--- src/rtl/fxs_pkg.sv ---
package fxs_pkg;

    typedef enum logic [1:0] {
        XK_RD_A = 2'd0,
        XK_RD_B = 2'd1,
        XK_WR_C = 2'd2
    } xfer_kind_t;

    typedef enum logic [1:0] {
        PH_IDLE = 2'd0,
        PH_ADDR = 2'd1,
        PH_STRB = 2'd2
    } phase_t;

    localparam int NUM_PORTS = 3;
    localparam int MAIN_SLOTS = 4;

    function automatic xfer_kind_t kind_of_slot(input logic [1:0] slot);
        case (slot)
            2'd0:    return XK_RD_A;
            2'd1:    return XK_RD_B;
            2'd2:    return XK_RD_A;
            default: return XK_WR_C;
        endcase
    endfunction

endpackage

--- src/rtl/fxs_slot_ctrl.sv ---
module fxs_slot_ctrl
    import fxs_pkg::*;
#(
    parameter int ADDR_W     = 14,
    parameter int STROBE_CYC = 4,
    parameter int CNT_W      = 4
) (
    input  logic             clk,
    input  logic             rst,
    input  logic             start,
    output phase_t           phase,
    output logic [1:0]       slot,
    output logic [CNT_W-1:0] cnt,
    output logic             step
);

    localparam logic [CNT_W-1:0] ADDR_LAST = CNT_W'(ADDR_W - 1);
    localparam logic [CNT_W-1:0] STRB_LAST = CNT_W'(STROBE_CYC - 1);

    assign step = (phase == PH_STRB) && (cnt == STRB_LAST);

    always_ff @(posedge clk) begin
        if (rst) begin
            phase <= PH_IDLE;
            slot  <= '0;
            cnt   <= '0;
        end else begin
            case (phase)
                PH_IDLE: begin
                    if (start) begin
                        phase <= PH_ADDR;
                        slot  <= '0;
                        cnt   <= '0;
                    end
                end
                PH_ADDR: begin
                    if (cnt == ADDR_LAST) begin
                        phase <= PH_STRB;
                        cnt   <= '0;
                    end else begin
                        cnt <= cnt + 1'b1;
                    end
                end
                PH_STRB: begin
                    if (cnt == STRB_LAST) begin
                        phase <= PH_ADDR;
                        cnt   <= '0;
                        slot  <= slot + 1'b1;
                    end else begin
                        cnt <= cnt + 1'b1;
                    end
                end
                default: phase <= PH_IDLE;
            endcase
        end
    end

endmodule

--- src/rtl/fxs_group_ctr.sv ---
module fxs_group_ctr #(
    parameter int ROWS  = 212,
    parameter int ROW_W = 8,
    parameter int GRP_W = 6
) (
    input  logic             clk,
    input  logic             rst,
    input  logic             adv,
    output logic [ROW_W-1:0] row,
    output logic [GRP_W-1:0] grp
);

    localparam logic [ROW_W-1:0] ROW_LAST = ROW_W'(ROWS - 1);

    always_ff @(posedge clk) begin
        if (rst) begin
            row <= '0;
            grp <= '0;
        end else if (adv) begin
            grp <= grp + 1'b1;
            if (&grp) begin
                row <= (row == ROW_LAST) ? '0 : row + 1'b1;
            end
        end
    end

endmodule

--- src/rtl/fxs_serializer.sv ---
module fxs_serializer
    import fxs_pkg::*;
#(
    parameter int ADDR_W = 14,
    parameter int CNT_W  = 4
) (
    input  phase_t            phase,
    input  logic [CNT_W-1:0]  idx,
    input  logic [ADDR_W-1:0] word,
    output logic              bit_out,
    output logic              bit_vld
);

    logic [ADDR_W-1:0] aligned;

    always_comb begin
        aligned = word << idx;
        bit_vld = (phase == PH_ADDR);
        bit_out = bit_vld ? aligned[ADDR_W-1] : 1'b0;
    end

endmodule

--- src/rtl/field_xfer_seq.sv ---
module field_xfer_seq
    import fxs_pkg::*;
#(
    parameter int ROWS       = 212,
    parameter int ROW_W      = 8,
    parameter int GRP_W      = 6,
    parameter int STROBE_CYC = 4
) (
    input  logic       clk,
    input  logic       rst,
    input  logic       start,
    output logic       ser_addr,
    output logic       ser_shift,
    output logic       xfer_n,
    output logic [1:0] xfer_type
);

    localparam int ADDR_W = ROW_W + GRP_W;
    localparam int SPAN   = (ADDR_W > STROBE_CYC) ? ADDR_W : STROBE_CYC;
    localparam int CNT_W  = $clog2(SPAN + 1);

    phase_t            phase;
    logic [1:0]        slot;
    logic [CNT_W-1:0]  cnt;
    logic              step;
    xfer_kind_t        kind;
    logic [ADDR_W-1:0] word;
    logic [ROW_W-1:0]  rows [NUM_PORTS];
    logic [GRP_W-1:0]  grps [NUM_PORTS];

    fxs_slot_ctrl #(
        .ADDR_W    (ADDR_W),
        .STROBE_CYC(STROBE_CYC),
        .CNT_W     (CNT_W)
    ) u_ctrl (
        .clk  (clk),
        .rst  (rst),
        .start(start),
        .phase(phase),
        .slot (slot),
        .cnt  (cnt),
        .step (step)
    );

    assign kind = kind_of_slot(slot);

    for (genvar p = 0; p < NUM_PORTS; p++) begin : g_port
        fxs_group_ctr #(
            .ROWS (ROWS),
            .ROW_W(ROW_W),
            .GRP_W(GRP_W)
        ) u_ctr (
            .clk(clk),
            .rst(rst),
            .adv(step && (kind == xfer_kind_t'(p))),
            .row(rows[p]),
            .grp(grps[p])
        );
    end

    always_comb begin
        case (kind)
            XK_RD_A: word = {rows[0], grps[0]};
            XK_RD_B: word = {rows[1], grps[1]};
            default: word = {rows[2], grps[2]};
        endcase
    end

    fxs_serializer #(
        .ADDR_W(ADDR_W),
        .CNT_W (CNT_W)
    ) u_ser (
        .phase  (phase),
        .idx    (cnt),
        .word   (word),
        .bit_out(ser_addr),
        .bit_vld(ser_shift)
    );

    assign xfer_n    = (phase != PH_STRB);
    assign xfer_type = kind;

endmodule

--- config.mk ---
export PLATFORM = sky130hd
export DESIGN_NAME = field_xfer_seq
export DESIGN_NICKNAME = d
export VERILOG_FILES = /design/src/rtl/fxs_pkg.sv /design/src/rtl/fxs_slot_ctrl.sv /design/src/rtl/fxs_group_ctr.sv /design/src/rtl/fxs_serializer.sv /design/src/rtl/field_xfer_seq.sv
export SDC_FILE = /design/constraint.sdc
export NUM_CORES = 1
export LEC_CHECK = 0
export BUFFER_PORTS_ARGS = -buffer_cell sky130_fd_sc_hd__buf_2
export CORE_MARGIN = 2
export CORE_UTILIZATION = 37
export CTS_BUF_LIST = sky130_fd_sc_hd__clkbuf_4 sky130_fd_sc_hd__clkbuf_8 sky130_fd_sc_hd__clkbuf_16
export DETAILED_ROUTE_END_ITERATION = 16
export GPL_TIMING_DRIVEN = 0
export PLACE_DENSITY = 0.64
export SLEW_MARGIN = 40
export SYNTH_ARGS = -nofsm -noshare
export SYNTH_HDL_FRONTEND = slang
export SYNTH_SLANG_ARGS = --single-unit
--- constraint.sdc ---
create_clock -name clk -period 1.8 [get_ports clk]
set_input_delay 0 -clock clk [delete_from_list [all_inputs] [get_ports clk]]
set_output_delay 0 -clock clk [all_outputs]
set_load 0.02 [all_outputs]
==> results of run 1 <==
-- routing by layer --
metal / up-vias / GRT usage, %
met5: - / 0
met4: 0 / 5.47
met3: 18 / 3.25
met2: 83 / 29.4
met1: 1296 / 22.9
li1: 1276 / -
-- through the flow --
| step | hold WS (ns) | total power (µW) | setup TNS (ns) | setup slack, ns |
|---|---|---|---|---|
| after floorplan | 0.204 | 1290 | 0 | 0.0147 |
| after global placement | 0.360 | 1340 | -5.60 | -0.273 |
| after detailed placement | 0.354 | 1340 | -6.77 | -0.315 |
| after CTS | 0.0297 | 2160 | -0.457 | -0.209 |
| after global routing | 0.0719 | 2250 | -1.36 | -0.302 |
| final | 0.0373 | 2160 | -0.758 | -0.253 |
-- final cells by class --
class	count	area, µm²	area share (%)
sequential	50	1010	27.5
multi-input combinational	256	2010	54.6
inverter	17	71.3	1.94
clock inverter	1	30.0	0.816
tap	102	128	3.47
clock buffer	7	83.8	2.28
buffer	14	109	2.96
timing repair buffer	29	238	6.46
-- state kept, by name (all words and copies together), names as in the netlist --
name and count:
u_ctrl.cnt 4, g_port.u_ctr.row 24, u_ctrl.phase 2, g_port.u_ctr.grp 18
u_ctrl.slot 2
-- power by group through the flow --
stage | Sequential, µW | Clock [µW] | Combinational, µW
final | 1120 | 811 | 224
after global routing | 1120 | 882 | 242
after CTS | 1120 | 827 | 212
after detailed placement | 1150 | 0 | 193
after global placement | 1150 | 0 | 190
after floorplan | 1140 | 0 | 143
-- worst max-delay path by stage --
stage	start	to
floorplan	u_ctrl.phase[0]	g_port[2].u_ctr.row[0]
global placement	u_ctrl.phase[0]	g_port[2].u_ctr.row[3]
detailed placement	u_ctrl.phase[0]	g_port[2].u_ctr.row[6]
CTS	u_ctrl.slot[1]	ser_addr
global route	u_ctrl.slot[1]	ser_addr
finish	u_ctrl.slot[1]	ser_addr
-- synth_stat cells (4+ instances only) --
cell and n:
a21oi_1 12, a221oi_1 5, and3_1 5, clkbuf_1 11, dfxtp_1 50, ha_1 16
inv_1 17, mux2i_1 7, nand2_1 20, nand3_1 22, nand4_1 10, nor2_1 51
nor3_1 9, nor4b_1 4, o21ai_0 6, or3_1 5, xnor2_1 14, xor2_1 21
-- critical path: stages, from the launching register on --
cell,delay [ns]
dfxtp_4,0.37
buf_12,0.12
ha_4,0.18
clkbuf_8,0.17
inv_6,0.07
o211ai_1,0.09
o22ai_1,0.23
o21ai_1,0.10
o32ai_2,0.24
buf_4,0.19
-- repair_timing --
item                                    4_1_cts  5_1_grt
hold buffers                                  0        0
gates cloned                                  1        0
endpoints found under the setup margin       32       31
pin swaps                                    14       21
gates resized for setup                      53       28
buffers inserted                             16        5
-- logic make-up after synthesis --
kind of cell	Yosys count	share of synthesized area, %
AND/OR/NAND/NOR	141	25.8
flip-flops	50	34.6
adder cells (fa/ha/maj)	16	6.91
multiplexers	9	3.59
XOR/XNOR	35	10.6
buffers and inverters	33	4.62
AO/OA/AOI/OAI	55	13.9
==> out/qor.yml, run 1 <==
status:
  status: "complete, but fails checks"
  violations: "setup timing"
final_layout:
  fillers: 705
  finalNonFillerCells: 476
  antenna_cells: 0
  layout-drive-gt1-share_pct: 25.1
  design_area_um2: 3680
  final_core_utilization_pct: 48.1
  syn_to_final_growth_pct: 27.0
  layout_common_cells: "nor2_1 (48), dfxtp_1 (45), xor2_1 (21)"
  final_common_cell: "nor2_1"
  nets: 392
power:
  netSwitchingPower_uw: 509
  cellInternalPower_uw: 1650
  ir_drop_v: 0.000300
  p_leak_uw: 0.00138
  switching_share_pct: 23.6
  clkPwrFrac_pct: 37.6
  cellPowerDensity_nw_per_um2: 586
  comb_power_share_pct: 10.4
  p_seq_share_pct: 52.0
clock_network:
  clock_sinks: 50
  root_buffer: "clkbuf_8"
  path_clk_slew_ns: 0.09
  clockBufferDepth: 2
  clock_latency_ns: 0.30
  numCtsBuffers: 5
  cts_tree: "yes"
  htree_levels: 2
route:
  wl_met1_um: 3450
  remaining_drc_errors: 0
  vias: 2673
  via_per_inst: 5.62
  ant_nets: 0
  dr.pass1.iters: 4
  drt-total-wl_um: 7550
  routedWlPerCell_um: 15.9
  dr_wl_met3_um: 376
  wl_met2_um: 3570
  drt_iter0_markers: 169
  topRoutingLayerUsed: "met4"
setup_path:
  worstPathRequired_ns: 1.80
  crit_arrival_ns: 2.05
  startpoint_type: "register"
  reg2reg_from: "u_ctrl.slot[1]"
  path_class: "register to output port"
  reg2reg_depth: 8
  r2r_slack_ns: -0.13
  cp_max_fo: 6
  crit_path_end_kind: "output port"
  rr_endpoint: "g_port[0].u_ctr.row[4]"
floorplanning:
  io_pins: 8
  core_area_um2: 7650
  fp.dieW_um: 92.5
  rows: 32
  initial_utilization_pct: 37.9
  die_h_um: 92.5
  die-area_um2: 8550
worst_hold_path:
  holdPathStages: 3
  min-delay-start: "rst"
  min_to: "u_ctrl.cnt[0]"
  hold_class: "input pin to register"
timing:
  hold_viol_final: 0
  slew_headroom_pct: 53.6
  fin_crit_sh_pct: 114
  maxSlewViolCount: 0
  rsz0062_at_grt: "yes"
  tightestPinTransition_ns: 0.696
  final.setup.worst_slack_ns: -0.253
  skew_ns: 0.00566
  min_period_ns: 2.05
  fmax_ghz: 0.487
  finalSetupViolations: 9
placement:
  dp_hpwl_um: 4990
  gp_congestion: 0.858
  place_inst: 448
  io_buffers: 7
  dpl-instance-area_um2: 3090
flow_run:
  cap_violations: 0
logic_synthesis:
  synth_area_leaders: "dfxtp_1 (35%), ha_1 (6.9%), nor2_1 (6.6%)"
  synth.largest_area_cell: "dfxtp_1"
  synthCells: 339
  synth-edff-count: 0
  async_flop_share_pct: 0
  yosysWarnings: 0
  yosysSeqAreaShare_pct: 34.6
  ys_types: 55
  synth_top_area_share_pct: 34.6
  synth_area_um2: 2900
  ys_ff_latch: 50
  syn_nets: 358
  syn_area_per_cell_um2: 8.54
  synth_ff_type: "dfxtp_1"
global_route:
  grt_pass1_wl_um: 12200
  grt_pass1_vias: 2557
  antenna_found_initial: 0
  grt_max_degree: 15
  track_usage_pct: 17.6
  gr-total-overflow: 0
Note: power is estimated with default switching activity, not from simulation.
==> inputs of run 2 (changes only) <==
==> constraint.sdc (replaced) <==
create_clock -name clk -period 1.7 [get_ports clk]
set_input_delay 0 -clock clk [delete_from_list [all_inputs] [get_ports clk]]
set_output_delay 0 -clock clk [all_outputs]
set_load 0.02 [all_outputs]
==> run 2 against run 1 <==
The flow still finishes with violations (setup timing). Non-clock buffer count increased by 2. Sequential share of layout area decreased by 0.79 points. Design area increased by 2.8%. Largest power group unchanged. Highest routed layer unchanged.
==> out/qor.yml, run 2 (same netlist as run 1, synthesis figures left out) <==
setup_path:
  crit_path_end_kind: "output port"  # unchanged
  reg2reg_depth: 9  # was 8
  worstPathRequired_ns: 1.70  # was 1.80 ns
  rr_endpoint: "g_port[0].u_ctr.row[7]"  # was g_port[0].u_ctr.row[4]
  r2r_slack_ns: -0.16  # was -0.13 ns
  reg2reg_from: "u_ctrl.slot[1]"  # unchanged
  startpoint_type: "register"  # unchanged
  crit_arrival_ns: 2.05  # about the same
  path_class: "register to output port"  # unchanged
  cp_max_fo: 6  # unchanged
clock_network:
  path_clk_slew_ns: 0.09  # about the same
  root_buffer: "clkbuf_8"  # unchanged
  cts_tree: "yes"  # unchanged
  htree_levels: 2  # unchanged
  clockBufferDepth: 2  # unchanged
  numCtsBuffers: 5  # unchanged
  clock_sinks: 50  # unchanged
  clock_latency_ns: 0.31  # was 0.30 ns
floorplanning:
  initial_utilization_pct: 37.9  # unchanged
  die-area_um2: 8550  # unchanged
  rows: 32  # unchanged
  die_h_um: 92.5  # unchanged
  core_area_um2: 7650  # unchanged
  io_pins: 8  # unchanged
  fp.dieW_um: 92.5  # unchanged
timing:
  hold_viol_final: 0  # unchanged
  tightestPinTransition_ns: 0.717  # was 0.696 ns
  slew_headroom_pct: 52.2  # was 53.6%
  finalSetupViolations: 21  # was 9
  fmax_ghz: 0.487
  final.setup.worst_slack_ns: -0.354  # was -0.253 ns
  rsz0062_at_grt: "yes"  # unchanged
  timing.hold.ws_ns: 0.0420  # was 0.0373 ns
  maxSlewViolCount: 0  # unchanged
  skew_ns: 0.00735  # was 0.00566 ns
  min_period_ns: 2.05
  fin_crit_sh_pct: 121
  finalSetupTns_ns: -2.12  # was -0.758 ns
global_route:
  gr-total-overflow: 0  # unchanged
  grt_pass1_wl_um: 12200  # unchanged
  grt_pass1_vias: 2558  # was 2557
  grt_max_degree: 15  # unchanged
  antenna_found_initial: 0  # unchanged
  track_usage_pct: 17.5  # was 17.6%
final_layout:
  antenna_cells: 0  # unchanged
  final_common_cell: "nor2_1"  # unchanged
  fillers: 690  # was 705
  syn_to_final_growth_pct: 30.6  # was 27.0%
  nets: 394  # was 392
  layout-drive-gt1-share_pct: 27.9  # was 25.1%
  largest_registers: "g_port.u_ctr.row: 24 flops, g_port.u_ctr.grp: 18 flops, u_ctrl.cnt: 4 flops"  # unchanged
  final_core_utilization_pct: 49.5  # was 48.1%
  largest_reg_flops: 24  # unchanged
  max_flop_register: "g_port.u_ctr.row"  # unchanged
  layout_common_cells: "nor2_1 (47), dfxtp_1 (46), xor2_1 (21)"  # was nor2_1 (48), dfxtp_1 (45), xor2_1 (21)
flow_run:
  cap_violations: 0  # unchanged
worst_hold_path:
  hold_class: "input pin to register"  # unchanged
  holdPathStages: 3  # unchanged
  min_to: "u_ctrl.cnt[0]"  # unchanged
  min-delay-start: "rst"  # unchanged
route:
  drt_iter0_markers: 176  # was 169
  routedWlPerCell_um: 15.7  # was 15.9 µm
  dr.pass1.iters: 4  # unchanged
  drt-total-wl_um: 7490  # was 7550 µm
  remaining_drc_errors: 0  # unchanged
  vias: 2601  # was 2673
  ant_nets: 0  # unchanged
  via_per_inst: 5.44  # was 5.62
placement:
  gp_congestion: 0.824  # was 0.858
  io_buffers: 7  # unchanged
  dp_hpwl_um: 5040  # was 4990 µm
  place_ws_ns: -0.402  # was -0.315 ns
power:
  cellPowerDensity_nw_per_um2: 580  # was 586 nW/µm²
  ir_drop_v: 0.000352  # was 0.000300 V
  p_leak_uw: 0.00142  # was 0.00138 µW
status:
  violations: "setup timing"  # unchanged
  status: "complete, but fails checks"  # unchanged
[run 2: cell count changes in the layout (fill, tap and decap cells not counted), sizes merged]
cell / before / now
buf: 34 / 38
clkinv: 0 / 1
bufinv: 1 / 0
clkbuf: 16 / 14
[run 2: critical path, stage by stage, from the launching register on]
cell and delay (ns):
dfxtp_4 0.40, ha_4 0.19, buf_6 0.12, a211o_1 0.28, o22ai_2 0.15, o41ai_2 0.10
a31oi_1 0.22, o32ai_2 0.12, buf_4 0.17
[run 2: worst max path at each step]
stage	startpoint	cells past startpoint	slack, ns	to
4_1_cts	u_ctrl.slot[1]	9	-0.30	ser_addr
3_3_place_gp	u_ctrl.slot[0]	6	-0.37	g_port[0].u_ctr.row[0]
3_5_place_dp	u_ctrl.slot[0]	6	-0.40	g_port[0].u_ctr.row[2]
5_1_grt	u_ctrl.cnt[0]	7	-0.41	ser_addr
6_report	u_ctrl.slot[0]	8	-0.35	ser_addr
2_1_floorplan	u_ctrl.slot[1]	6	-0.08	g_port[0].u_ctr.row[0]
[run 2: metrics by stage]
| step | cells | instance area (µm²) | total power (µW) |
|---|---|---|---|
| floorplan | 339 | 2940 | 1360 |
| global placement | 448 | 3100 | 1410 |
| detailed placement | 448 | 3100 | 1410 |
| CTS | 468 | 3500 | 2160 |
| global route | 478 | 3780 | 2270 |
| finish | 478 | 3780 | 2190 |
[run 2: area by class of cell]
cell class	instances	area [µm²]	share of cell area (%)
inverters	17	71.3	1.89
multi-input cells	256	2100	55.6
clock buffers	7	90.1	2.38
clock inverters	1	5.00	0.132
plain buffers	14	120	3.18
repair buffers	31	255	6.75
flip-flops and latches	50	1010	26.7
well taps	102	128	3.37
[run 2: what timing repair did]
item | CTS | global route
hold buffers | 0 | 0
setup buffers | 13 | 11
endpoints found under the hold margin | 0 | 0
gates resized for setup | 55 | 48
pin swaps | 13 | 34
endpoints found under the setup margin | 44 | 40
[run 2: where the power goes]
part           internal (µW)  leakage (µW)  switching [µW]  total [µW]
combinational            106      0.000959             149         255
sequential              1180      0.000405            9.45        1190
clock                    346     0.0000517             405         751
total                   1630       0.00142             564        2190
[run 2: metal layers]
metal,up-vias,share of wire (%),global-route usage [%]
met5,-,0,0
met4,0,2.0,5.35
met3,14,4.4,3.50
met2,59,48,28.7
met1,1255,46,23.1
li1,1273,-,-
==> inputs of run 3 (changes only) <==
--- a/config.mk
+++ b/config.mk
@@ -6,7 +6,6 @@
 export NUM_CORES = 1
 export LEC_CHECK = 0
 export BUFFER_PORTS_ARGS = -buffer_cell sky130_fd_sc_hd__buf_2
-export CORE_MARGIN = 2
 export CORE_UTILIZATION = 37
 export CTS_BUF_LIST = sky130_fd_sc_hd__clkbuf_4 sky130_fd_sc_hd__clkbuf_8 sky130_fd_sc_hd__clkbuf_16
 export DETAILED_ROUTE_END_ITERATION = 16
==> run 3 against run 2 <==
The run still ends with setup timing left. Worst setup slack better by 0.029 ns. Die area is 4.3% lower. First-iteration DRC count is 1.7% higher. Combinational power hardly changed. Count of clock-buffer cells in the layout stayed put. Critical path depth stayed put. Design area is 3.0% lower. Global-route usage is 0.32 points higher. Sequential share of layout area is 0.90 points higher. Cell count stayed put.
==> out/qor.yml, run 3 (same netlist as run 1, synthesis figures left out) <==
final_layout:
  final_common_cell: "nor2_1"  # unchanged
  max_flop_register: "g_port.u_ctr.row"  # unchanged
  layout-drive-gt1-share_pct: 26.6  # was 27.9%
  layout_common_cells: "nor2_1 (49), dfxtp_1 (44), buf_4 (27)"  # was nor2_1 (47), dfxtp_1 (46), xor2_1 (21)
  design_area_um2: 3670  # was 3780 µm²
  largest_registers: "g_port.u_ctr.row: 24 flops, g_port.u_ctr.grp: 18 flops, u_ctrl.cnt: 4 flops"  # unchanged
  nets: 397  # was 394
  antenna_cells: 0  # unchanged
  largest_reg_flops: 24  # unchanged
  fillers: 693  # was 690
  syn_to_final_growth_pct: 26.7  # was 30.6%
clock_network:
  root_buffer: "clkbuf_8"  # unchanged
  clock_sinks: 50  # unchanged
  path_clk_slew_ns: 0.10  # was 0.09 ns
  cts_tree: "yes"  # unchanged
  numCtsBuffers: 5  # unchanged
  clockBufferDepth: 2  # unchanged
  clock_latency_ns: 0.30  # was 0.31 ns
  htree_levels: 2  # unchanged
status:
  violations: "setup timing"  # unchanged
  status: "complete, but fails checks"  # unchanged
power:
  p_seq_share_pct: 54.2  # was 54.1%
  cellInternalPower_uw: 1630  # about the same
  p_leak_uw: 0.00134  # was 0.00142 µW
  clkPwrFrac_pct: 34.0  # was 34.2%
  ir_drop_v: 0.000324  # was 0.000352 V
  netSwitchingPower_uw: 559  # was 564 µW
  switching_share_pct: 25.5  # was 25.7%
  cellPowerDensity_nw_per_um2: 596  # was 580 nW/µm²
  comb_power_share_pct: 11.7  # was 11.6%
global_route:
  gr-total-overflow: 0  # unchanged
  antenna_found_initial: 0  # unchanged
  track_usage_pct: 17.8  # was 17.5%
  grt_pass1_wl_um: 11800  # was 12200 µm
  grt_max_degree: 15  # unchanged
  grt_pass1_vias: 2408  # was 2558
setup_path:
  worstPathRequired_ns: 1.70  # about the same
  crit_path_end_kind: "output port"  # unchanged
  path_class: "register to output port"  # unchanged
  crit_arrival_ns: 2.03  # was 2.05 ns
  startpoint_type: "register"  # unchanged
  cp_max_fo: 10  # was 6
route:
  dr.pass1.iters: 4  # unchanged
  vias: 2578  # was 2601
  routedWlPerCell_um: 14.7  # was 15.7 µm
  ant_nets: 0  # unchanged
  via_per_inst: 5.39  # was 5.44
  drt-total-wl_um: 7030  # was 7490 µm
  remaining_drc_errors: 0  # unchanged
  drt_iter0_markers: 179  # was 176
floorplanning:
  rows: 31  # was 32
  die_h_um: 90.5  # was 92.5 µm
  core_area_um2: 7410  # was 7650 µm²
  die-area_um2: 8190  # was 8550 µm²
  fp.dieW_um: 90.5  # was 92.5 µm
  initial_utilization_pct: 39.1  # was 37.9%
  io_pins: 8  # unchanged
timing:
  hold_viol_final: 0  # unchanged
  timing.hold.ws_ns: 0.0866  # was 0.0420 ns
  finalSetupViolations: 18  # was 21
  maxSlewViolCount: 0  # unchanged
  fmax_ghz: 0.494  # was 0.487 GHz
  fin_crit_sh_pct: 119  # was 121%
  rsz0062_at_grt: "yes"  # unchanged
  skew_ns: 0.00841  # was 0.00735 ns
  slew_headroom_pct: 55.7  # was 52.2%
  tightestPinTransition_ns: 0.665  # was 0.717 ns
  min_period_ns: 2.03  # was 2.05 ns
  final.setup.worst_slack_ns: -0.326  # was -0.354 ns
flow_run:
  cap_violations: 0  # unchanged
placement:
  dpl-instance-area_um2: 3090  # was 3100 µm²
  io_buffers: 7  # unchanged
  gp_congestion: 0.856  # was 0.824
  dp_hpwl_um: 4840  # was 5040 µm
worst_hold_path:
  hold_class: "input pin to register"  # unchanged
[run 3: timing repair]
item | in CTS | in global routing
pin swaps | 21 | 21
setup endpoints to repair | 45 | 33
buffers inserted | 23 | 4
gates resized for setup | 55 | 21
hold buffers | 0 | 0
[run 3: final cells by class]
class	count	area [µm²]	share of cell area, %
clock buffers	7	90.1	2.46
inverters	17	72.6	1.98
multi-input cells	256	2000	54.4
well taps	99	124	3.38
repair buffers	34	255	6.96
flip-flops and latches	50	1010	27.6
clock inverters	1	5.00	0.136
plain buffers	14	111	3.04
[run 3: power groups by stage]
stage / clock network, µW / registers, µW / logic, µW
6_report: 745 / 1190 / 256
3_3_place_gp: 0 / 1210 / 201
4_1_cts: 763 / 1190 / 243
5_1_grt: 821 / 1190 / 276
3_5_place_dp: 0 / 1210 / 204
2_1_floorplan: 0 / 1210 / 152
[run 3: worst max-delay path: stages (launching register included)]
cell and delay (ns):
dfxtp_4 0.39, ha_4 0.19, clkbuf_8 0.17, inv_4 0.08
nor2_1 0.04, o32ai_1 0.26, o21ai_1 0.12, o32ai_2 0.27
buf_4 0.20
[run 3: worst paths after layout]
path,startpoint,end,slack [ns],depth (start not counted)
setup / recovery,u_ctrl.slot[0],ser_addr,-0.33,8
setup reg to reg,u_ctrl.slot[0],g_port[0].u_ctr.row[7],-0.18,7
hold / removal,rst,g_port[0].u_ctr.row[4],0.09,3
hold reg to reg,g_port[0].u_ctr.grp[1],g_port[0].u_ctr.grp[1],0.49,2
[run 3: layer usage]
metal	wire (µm)	track usage, %
met3	226	2.78
met1	3440	24.9
met2	3150	26.9
met5	0	0
met4	216	7.53
[run 3: stage by stage]
stage          power, µW  util (%)  instances  worst slack, ns  setup TNS [ns]
4_1_cts             2190      48.4        475           -0.308           -2.29
6_report            2190      49.5        478           -0.326           -2.23
2_1_floorplan       1360         -        339          -0.0810          -0.643
3_5_place_dp        1420      41.8        445           -0.453           -7.84
3_3_place_gp        1410      41.8        445           -0.406           -6.66
5_1_grt             2290      49.5        478           -0.402           -4.66
